## src/rtl/rpu_pkg.sv

```systemverilog
// Shared types for the region protection unit.
// Assumes a fixed 4-bit attribute code and a 2-bit access kind.
package rpu_pkg;

    localparam int unsigned RPU_ADDR_W   = 32;
    localparam int unsigned RPU_REG_BITS = 3;
    localparam int unsigned RPU_ATTR_W   = 4;

    // Access kind; code 3 is treated as a fetch.
    typedef enum logic [1:0] {
        KIND_LOAD   = 2'd0,
        KIND_STORE  = 2'd1,
        KIND_FETCH  = 2'd2,
        KIND_FETCH2 = 2'd3
    } kind_e;

    // Cache policy reported with every lookup.
    typedef enum logic [2:0] {
        CP_NONE    = 3'd0,
        CP_BYPASS  = 3'd1,
        CP_WTHRU   = 3'd2,
        CP_WBACK   = 3'd3,
        CP_ISOLATE = 3'd4
    } cache_e;

    // Prohibition cause.
    typedef enum logic [1:0] {
        CAUSE_NONE  = 2'd0,
        CAUSE_LOAD  = 2'd1,
        CAUSE_STORE = 2'd2,
        CAUSE_FETCH = 2'd3
    } cause_e;

    typedef struct packed {
        logic x;
        logic w;
        logic r;
    } perm_t;

endpackage

```

## src/rtl/rpu_attr_decode.sv

```systemverilog
// Attribute decoder: turns a 4-bit region code into grants and cache policy.
// Assumes: CA_MODE selects the cache-attribute register meaning, where
// code 5 grants nothing. Purely combinational.
module rpu_attr_decode
    import rpu_pkg::*;
#(
    parameter bit          CA_MODE = 1'b0,
    parameter int unsigned ATTR_W  = RPU_ATTR_W
) (
    input  logic [ATTR_W-1:0] code,
    output perm_t             perm,
    output cache_e            cache
);

    localparam int unsigned NCODES = 1 << ATTR_W;

    // Map each code to grants and cache policy.
    always_comb begin
        perm  = '0;
        cache = CP_NONE;
        if (int'(code) < NCODES) begin
            case (code)
                4'd0:  begin perm = '{x:1'b0, w:1'b1, r:1'b1}; cache = CP_WTHRU;   end
                4'd1:  begin perm = '{x:1'b1, w:1'b1, r:1'b1}; cache = CP_WTHRU;   end
                4'd2:  begin perm = '{x:1'b1, w:1'b1, r:1'b1}; cache = CP_BYPASS;  end
                4'd3:  begin perm = '{x:1'b1, w:1'b0, r:1'b0}; cache = CP_WBACK;   end
                4'd4:  begin perm = '{x:1'b1, w:1'b1, r:1'b1}; cache = CP_WBACK;   end
                4'd5:  begin
                    if (!CA_MODE) begin
                        perm  = '{x:1'b1, w:1'b1, r:1'b1};
                        cache = CP_WBACK;
                    end
                end
                4'd14: begin perm = '{x:1'b0, w:1'b1, r:1'b1}; cache = CP_ISOLATE; end
                default: begin perm = '0; cache = CP_NONE; end
            endcase
        end
    end

endmodule

```

## src/rtl/rpu_region_table.sv

```systemverilog
// Per-region entry storage: attribute and, when XLATE_EN, a physical base.
// Assumes one write port and two combinational read ports (lookup, read-back).
// Without translation the base is the region index itself.
module rpu_region_table
    import rpu_pkg::*;
#(
    parameter int unsigned REG_BITS   = RPU_REG_BITS,
    parameter int unsigned ATTR_W     = RPU_ATTR_W,
    parameter bit          XLATE_EN   = 1'b1,
    parameter int unsigned RESET_ATTR = 2
) (
    input  logic                clk,
    input  logic                rst_n,
    input  logic                wr_en,
    input  logic [REG_BITS-1:0] wr_region,
    input  logic [REG_BITS-1:0] wr_base,
    input  logic [ATTR_W-1:0]   wr_attr,
    input  logic [REG_BITS-1:0] lk_region,
    output logic [REG_BITS-1:0] lk_base,
    output logic [ATTR_W-1:0]   lk_attr,
    input  logic [REG_BITS-1:0] rd_region,
    output logic [REG_BITS-1:0] rd_base,
    output logic [ATTR_W-1:0]   rd_attr
);

    localparam int unsigned NREG = 1 << REG_BITS;

    logic [ATTR_W-1:0] attr_q [NREG];

    // Attribute storage: reset to the default code, then per-region writes.
    always_ff @(posedge clk) begin
        if (!rst_n) begin
            for (int i = 0; i < NREG; i++) attr_q[i] <= ATTR_W'(RESET_ATTR);
        end else if (wr_en) begin
            attr_q[wr_region] <= wr_attr;
        end
    end

    assign lk_attr = attr_q[lk_region];
    assign rd_attr = attr_q[rd_region];

    // a written attribute is visible in the following cycle.
    a_r3_attr_update: assert property (@(posedge clk) disable iff (!rst_n)
        wr_en |=> attr_q[$past(wr_region)] == $past(wr_attr));

    generate
        if (XLATE_EN) begin : g_xlate
            logic [REG_BITS-1:0] base_q [NREG];

            // Base storage: identity at reset, replaced by writes.
            always_ff @(posedge clk) begin
                if (!rst_n) begin
                    for (int i = 0; i < NREG; i++) base_q[i] <= REG_BITS'(i);
                end else if (wr_en) begin
                    base_q[wr_region] <= wr_base;
                end
            end

            assign lk_base = base_q[lk_region];
            assign rd_base = base_q[rd_region];

            // a written base is visible in the following cycle.
            a_r3_base_update: assert property (@(posedge clk) disable iff (!rst_n)
                wr_en |=> base_q[$past(wr_region)] == $past(wr_base));
        end else begin : g_ident
            logic unused_wr_base;
            assign unused_wr_base = ^wr_base;
            assign lk_base = lk_region;
            assign rd_base = rd_region;
        end
    endgenerate

endmodule

```

## src/rtl/rpu_cacheattr_reg.sv

```systemverilog
// Single cache-attribute register: one attribute nibble per region.
// Assumes a whole-register write; reset fills every nibble with RESET_ATTR.
module rpu_cacheattr_reg
    import rpu_pkg::*;
#(
    parameter int unsigned REG_BITS   = RPU_REG_BITS,
    parameter int unsigned ATTR_W     = RPU_ATTR_W,
    parameter int unsigned RESET_ATTR = 2
) (
    input  logic                              clk,
    input  logic                              rst_n,
    input  logic                              wr_en,
    input  logic [(ATTR_W<<REG_BITS)-1:0]     wr_data,
    input  logic [REG_BITS-1:0]               lk_region,
    output logic [ATTR_W-1:0]                 lk_attr,
    input  logic [REG_BITS-1:0]               rd_region,
    output logic [ATTR_W-1:0]                 rd_attr
);

    localparam int unsigned NREG  = 1 << REG_BITS;
    localparam int unsigned CA_W  = ATTR_W * NREG;

    function automatic logic [CA_W-1:0] reset_value();
        logic [CA_W-1:0] v;
        v = '0;
        for (int i = 0; i < NREG; i++) v[i*ATTR_W +: ATTR_W] = ATTR_W'(RESET_ATTR);
        return v;
    endfunction

    localparam logic [CA_W-1:0] CA_RESET = reset_value();

    logic [CA_W-1:0] ca_q;

    // Register update: reset pattern, then full-width writes.
    always_ff @(posedge clk) begin
        if (!rst_n)     ca_q <= CA_RESET;
        else if (wr_en) ca_q <= wr_data;
    end

    assign lk_attr = ca_q[lk_region*ATTR_W +: ATTR_W];
    assign rd_attr = ca_q[rd_region*ATTR_W +: ATTR_W];

    // a register write lands whole in the next cycle.
    a_r5_ca_write: assert property (@(posedge clk) disable iff (!rst_n)
        wr_en |=> ca_q == $past(wr_data));

endmodule

```

## src/rtl/rpu_access_check.sv

```systemverilog
// Access checker: compares the needed grant for an access kind with the
// region grants and produces the fault flag and cause. Combinational.
module rpu_access_check
    import rpu_pkg::*;
(
    input  perm_t        perm,
    input  logic [1:0]   kind,
    output logic         fault,
    output cause_e       cause
);

    // Pick the grant the kind needs and the cause it would raise.
    always_comb begin
        logic   granted;
        cause_e deny;
        case (kind_e'(kind))
            KIND_LOAD:  begin granted = perm.r; deny = CAUSE_LOAD;  end
            KIND_STORE: begin granted = perm.w; deny = CAUSE_STORE; end
            default:    begin granted = perm.x; deny = CAUSE_FETCH; end
        endcase
        fault = !granted;
        cause = granted ? CAUSE_NONE : deny;
    end

endmodule

```

## src/rtl/rpu_region_unit.sv

```systemverilog
// Region protection and translation unit (top).
// Eight (2**REG_BITS) fixed regions selected by the top address bits.
// CA_MODE=1: attributes from one cache-attribute register, identity mapping.
// CA_MODE=0: per-region attribute table; XLATE_EN adds a relocatable base.
// Assumes the lookup path is combinational and writes take one clock edge.
module rpu_region_unit
    import rpu_pkg::*;
#(
    parameter bit          CA_MODE    = 1'b0,
    parameter bit          XLATE_EN   = 1'b1,
    parameter int unsigned ADDR_W     = RPU_ADDR_W,
    parameter int unsigned REG_BITS   = RPU_REG_BITS,
    parameter int unsigned ATTR_W     = RPU_ATTR_W,
    parameter int unsigned RESET_ATTR = 2
) (
    input  logic                          clk,
    input  logic                          rst_n,
    input  logic                          wr_en,
    input  logic [ADDR_W-1:0]             wr_addr,
    input  logic [ADDR_W-1:0]             wr_data,
    input  logic                          ca_wr_en,
    input  logic [(ATTR_W<<REG_BITS)-1:0] ca_wr_data,
    input  logic [ADDR_W-1:0]             lk_addr,
    input  logic [1:0]                    lk_kind,
    output logic [ADDR_W-1:0]             lk_paddr,
    output logic [2:0]                    lk_perm,
    output logic [2:0]                    lk_cache,
    output logic                          lk_fault,
    output logic [1:0]                    lk_cause,
    input  logic [ADDR_W-1:0]             rd_addr,
    output logic [ADDR_W-1:0]             rd_base,
    output logic [ADDR_W-1:0]             rd_entry
);

    localparam int unsigned OFS_W = ADDR_W - REG_BITS;

    logic [REG_BITS-1:0] lk_region, rd_region, wr_region, wr_base;
    logic [REG_BITS-1:0] lk_base, rd_base_r;
    logic [ATTR_W-1:0]   lk_attr, wr_attr, rd_attr;
    perm_t               perm;
    cache_e              cache;
    cause_e              cause;

    assign lk_region = lk_addr[ADDR_W-1 -: REG_BITS];
    assign rd_region = rd_addr[ADDR_W-1 -: REG_BITS];
    assign wr_region = wr_addr[ADDR_W-1 -: REG_BITS];
    assign wr_base   = wr_data[ADDR_W-1 -: REG_BITS];
    assign wr_attr   = wr_data[ATTR_W-1:0];

    logic unused_bits;
    assign unused_bits = ^{wr_addr[OFS_W-1:0], wr_data[OFS_W-1:ATTR_W],
                           rd_addr[OFS_W-1:0], wr_en, ca_wr_en, ca_wr_data};

    generate
        if (CA_MODE) begin : g_ca
            rpu_cacheattr_reg #(
                .REG_BITS  (REG_BITS),
                .ATTR_W    (ATTR_W),
                .RESET_ATTR(RESET_ATTR)
            ) u_cattr (
                .clk      (clk),
                .rst_n    (rst_n),
                .wr_en    (ca_wr_en),
                .wr_data  (ca_wr_data),
                .lk_region(lk_region),
                .lk_attr  (lk_attr),
                .rd_region(rd_region),
                .rd_attr  (rd_attr)
            );
            assign lk_base   = lk_region;
            assign rd_base_r = rd_region;
        end else begin : g_tbl
            rpu_region_table #(
                .REG_BITS  (REG_BITS),
                .ATTR_W    (ATTR_W),
                .XLATE_EN  (XLATE_EN),
                .RESET_ATTR(RESET_ATTR)
            ) u_table (
                .clk      (clk),
                .rst_n    (rst_n),
                .wr_en    (wr_en),
                .wr_region(wr_region),
                .wr_base  (wr_base),
                .wr_attr  (wr_attr),
                .lk_region(lk_region),
                .lk_base  (lk_base),
                .lk_attr  (lk_attr),
                .rd_region(rd_region),
                .rd_base  (rd_base_r),
                .rd_attr  (rd_attr)
            );
        end
    endgenerate

    rpu_attr_decode #(
        .CA_MODE(CA_MODE),
        .ATTR_W (ATTR_W)
    ) u_decode (
        .code (lk_attr),
        .perm (perm),
        .cache(cache)
    );

    rpu_access_check u_check (
        .perm (perm),
        .kind (lk_kind),
        .fault(lk_fault),
        .cause(cause)
    );

    // Output assembly: base above untouched offset; read-back fields.
    assign lk_paddr = {lk_base, lk_addr[OFS_W-1:0]};
    assign lk_perm  = perm;
    assign lk_cache = cache;
    assign lk_cause = cause;
    assign rd_base  = {rd_base_r, {OFS_W{1'b0}}};
    assign rd_entry = {rd_base_r, {(OFS_W-ATTR_W){1'b0}}, rd_attr};

    // offset bits are never translated.
    a_r1_offset_pass: assert property (@(posedge clk) disable iff (!rst_n)
        lk_paddr[OFS_W-1:0] == lk_addr[OFS_W-1:0]);

    // a fault always lacks the grant the kind needs.
    a_r6_fault_denied: assert property (@(posedge clk) disable iff (!rst_n)
        lk_fault |-> ((lk_kind == 2'd0) ? !lk_perm[0] :
                      (lk_kind == 2'd1) ? !lk_perm[1] : !lk_perm[2]));

    // the cause matches the access kind when faulting, else zero.
    a_r6_cause_kind: assert property (@(posedge clk) disable iff (!rst_n)
        lk_cause == (!lk_fault ? 2'd0 :
                     (lk_kind == 2'd0) ? 2'd1 :
                     (lk_kind == 2'd1) ? 2'd2 : 2'd3));

    generate
        if (!XLATE_EN || CA_MODE) begin : g_ident_chk
            // without translation the address passes through whole.
            a_r10_identity: assert property (@(posedge clk) disable iff (!rst_n)
                lk_paddr == lk_addr);
        end
    endgenerate

endmodule

```

## config.mk

```make
export PLATFORM = sky130hd
export DESIGN_NAME = rpu_region_unit
export DESIGN_NICKNAME = d
export VERILOG_FILES = /design/src/rtl/rpu_pkg.sv /design/src/rtl/rpu_attr_decode.sv /design/src/rtl/rpu_region_table.sv /design/src/rtl/rpu_cacheattr_reg.sv /design/src/rtl/rpu_access_check.sv /design/src/rtl/rpu_region_unit.sv
export SDC_FILE = /design/constraint.sdc
export NUM_CORES = 1
export LEC_CHECK = 0
export ABC_CLOCK_PERIOD_IN_PS = 2600
export CORE_MARGIN = 2
export CORE_UTILIZATION = 36
export CTS_BUF_LIST = sky130_fd_sc_hd__clkbuf_8 sky130_fd_sc_hd__clkbuf_16
export DETAILED_ROUTE_END_ITERATION = 6
export GPL_TIMING_DRIVEN = 1
export MAX_ROUTING_LAYER = met4
export PLACE_DENSITY = 0.87
export SLEW_MARGIN = 20
export SYNTH_ARGS = -nofsm -noshare
export SYNTH_HDL_FRONTEND = slang
export SYNTH_SLANG_ARGS = --single-unit
```

## constraint.sdc

```tcl
create_clock -name clk -period 2.6 [get_ports clk]
set_input_delay 0.26 -clock clk [delete_from_list [all_inputs] [get_ports clk]]
set_output_delay 0.26 -clock clk [all_outputs]
set_load 0.01 [all_outputs]
```

==> run summary <==
Critical Path AT -> 2250 ps
Yosys warning count -> 0
Worst Setup Start Kind -> register
Initial Util -> 0.3730
number of DRC markers in iteration 0 -> 164
power density cells -> 481.1 nW/um2
Die X -> 107.9 um
clock slew at the register clock pins of the worst setup and hold paths -> 90 ps
# hold bufs at CTS -> 0
Clock Path Buffers -> 2
Placed Instances -> 455
hold crit path type -> in2out
Syn Inst Count -> 302
DRT Pass-1 Iters -> 4
delay-heaviest family, CP -> multiplexers
H-Tree Depth -> 2
minimum clock period -> 2511 ps
chip height -> 107.9 um
RSZ-0062 raised after global routing -> false
register area share after synthesis -> 0.4329
DRT antenna net count -> 0
top-level port count -> 271
vias in the first global route -> 2335
Synth cell types -> 35
Root Buffer -> clkbuf_8
hold_ws -> 520.0 ps
Cell Area, Placed -> 4169 um2
CTS tree -> yes
Worst Setup End Kind -> primary output
non-filler cells, final -> 471
most common cell after layout, fill and taps aside -> edfxtp_1
Max Slew Vio Count -> 0
final hold violations -> 0
GR Util met2 -> 0.2565
Buf+Inv Stages, Crit Path -> 1
via count -> 2368
clk sinks -> 56
# setup viols final -> 0
share of cells above drive strength 1 -> 0.2358
gpl congestion -> 0.8317
critical path required time -> 2340 ps
M3 GR Usage -> 0.03027
CP max stage delay -> 530 ps
flops & latches, synth -> 56
row cnt -> 37
most frequent cells in the layout -> edfxtp_1 (56), conb_1 (54), and2_1 (36)
Antenna Cells -> 0
cell area after synthesis -> 3885 um2
asr flop ratio synth -> 0
post-route cell area -> 4333 um2
cts bufs inserted -> 5
Layout area overhead -> 11.53%
Max Clock Freq -> 0.3982 GHz
vias per std cell -> 5.028
Max Cap Viol -> 0
first-pass GRT wire length -> 12520 um
Top Usage Layer GRT -> met2
met1 usage -> 0.1762
detailed placement HPWL -> 6296 um
DRT Wirelength -> 8238 um
# DRC -> 0
port bufs -> 42
die area -> 11640 um2
antenna violations before repair -> 0
NumNets Final -> 500
ys flop type -> edfxtp_1
final setup TNS -> 0 ps
utilization after layout -> 0.4160
Total Routing Usage GR -> 0.1490
Final period util -> 0.9658
fill count -> 962
Post-synth EDFFs -> 56
Overflow after GRT -> 0
Peak VDD IR -> 0.0002306 V
Mean Syn Cell Area -> 12.86 um2
Lkg Pwr -> 1.619 nW
Crit-path slowest cell -> mux4_2
outcome -> completed
WS Path Type -> reg2out
worst path cell trace -> mux4_2, mux2i_4, nor2_1, and3_1, o21bai_1, dlygate4sd2_1
largest net degree at the start of global routing -> 17
Core ar. -> 10420 um2
drt wl/cell -> 17.49 um
CP max FO -> 4
-- registers in the layout, indices dropped and copies added, names as in the netlist --
register	cells
g_tbl.u_table.attr_q	32
g_tbl.u_table.g_xlate.base_q	24
-- cell families (layout without fill, tap and decap cells) --
logic type / count (synthesis) / count (layout) / share of synthesized area
and+or+nand+nor: 84 / 84 / 0.1279
muxes: 42 / 43 / 0.2193
xor gates and xnor gates: 1 / 1 / 0.002255
AOI/OAI and AO/OA: 17 / 17 / 0.02802
DFF: 56 / 56 / 0.4328
buffers and inverters: 101 / 80 / 0.1887
other: 1 / 54 / 0.0009653
-- report_power, final --
| group | internal [mW] | switching (mW) |
|---|---|---|
| combinational | 0.294 | 0.274 |
| clock | 0.180 | 0.257 |
| sequential | 1.05 | 0.0299 |
| total | 1.52 | 0.561 |
-- path summary, 6_finish.rpt --
check / startpoint / end / cells after the start
worst max-delay path: g_tbl.u_table.attr_q[2][2] / lk_perm[1] / 6
worst min-delay path: lk_addr[0] / lk_paddr[0] / 0
-- cells in the mapped netlist (4+ instances only) --
master / n / area [um2]
and2_1: 36 / 225.2
nand2b_1: 8 / 50.05
clkbuf_1: 6 / 22.52
mux2_2: 10 / 112.6
mux4_1: 7 / 183.9
mux4_2: 21 / 473.0
or3_1: 17 / 106.4
nor3_1: 4 / 20.02
edfxtp_1: 56 / 1682
buf_4: 87 / 653.1
o21ai_0: 8 / 40.04
nor2_1: 10 / 37.54
-- stage by stage --
stage,total power [mW],setup WS (ps)
floorplan,1.511,455.1
global placement,1.631,-379.0
detailed placement,1.654,-433.9
CTS,2.083,17.94
global route,2.178,7.627
finish,2.085,88.99
-- area by class of cell --
type                    instances  area, um2  area share
clock inverters                 3      11.26    0.002599
clock buffers                   5      68.82     0.01588
inverters                       2      7.507    0.001733
multi-input cells             199       1694      0.3910
flip-flops and latches         56       1682      0.3881
repair buffers                 70      699.4      0.1614
well taps                     136      170.2     0.03927
-- per-layer routing --
layer	part of all wire	wire length [um]
met4	0.024	197
met2	0.52	4279
met3	0.10	839
met5	0	0
met1	0.35	2922
-- timing repair --
item	CTS	global route
pin swaps	0	1
gates cloned	1	1
resized for setup	14	8
endpoints found under the setup margin	12	5
buffers inserted	3	3
Note: power is estimated with default switching activity, not from simulation.
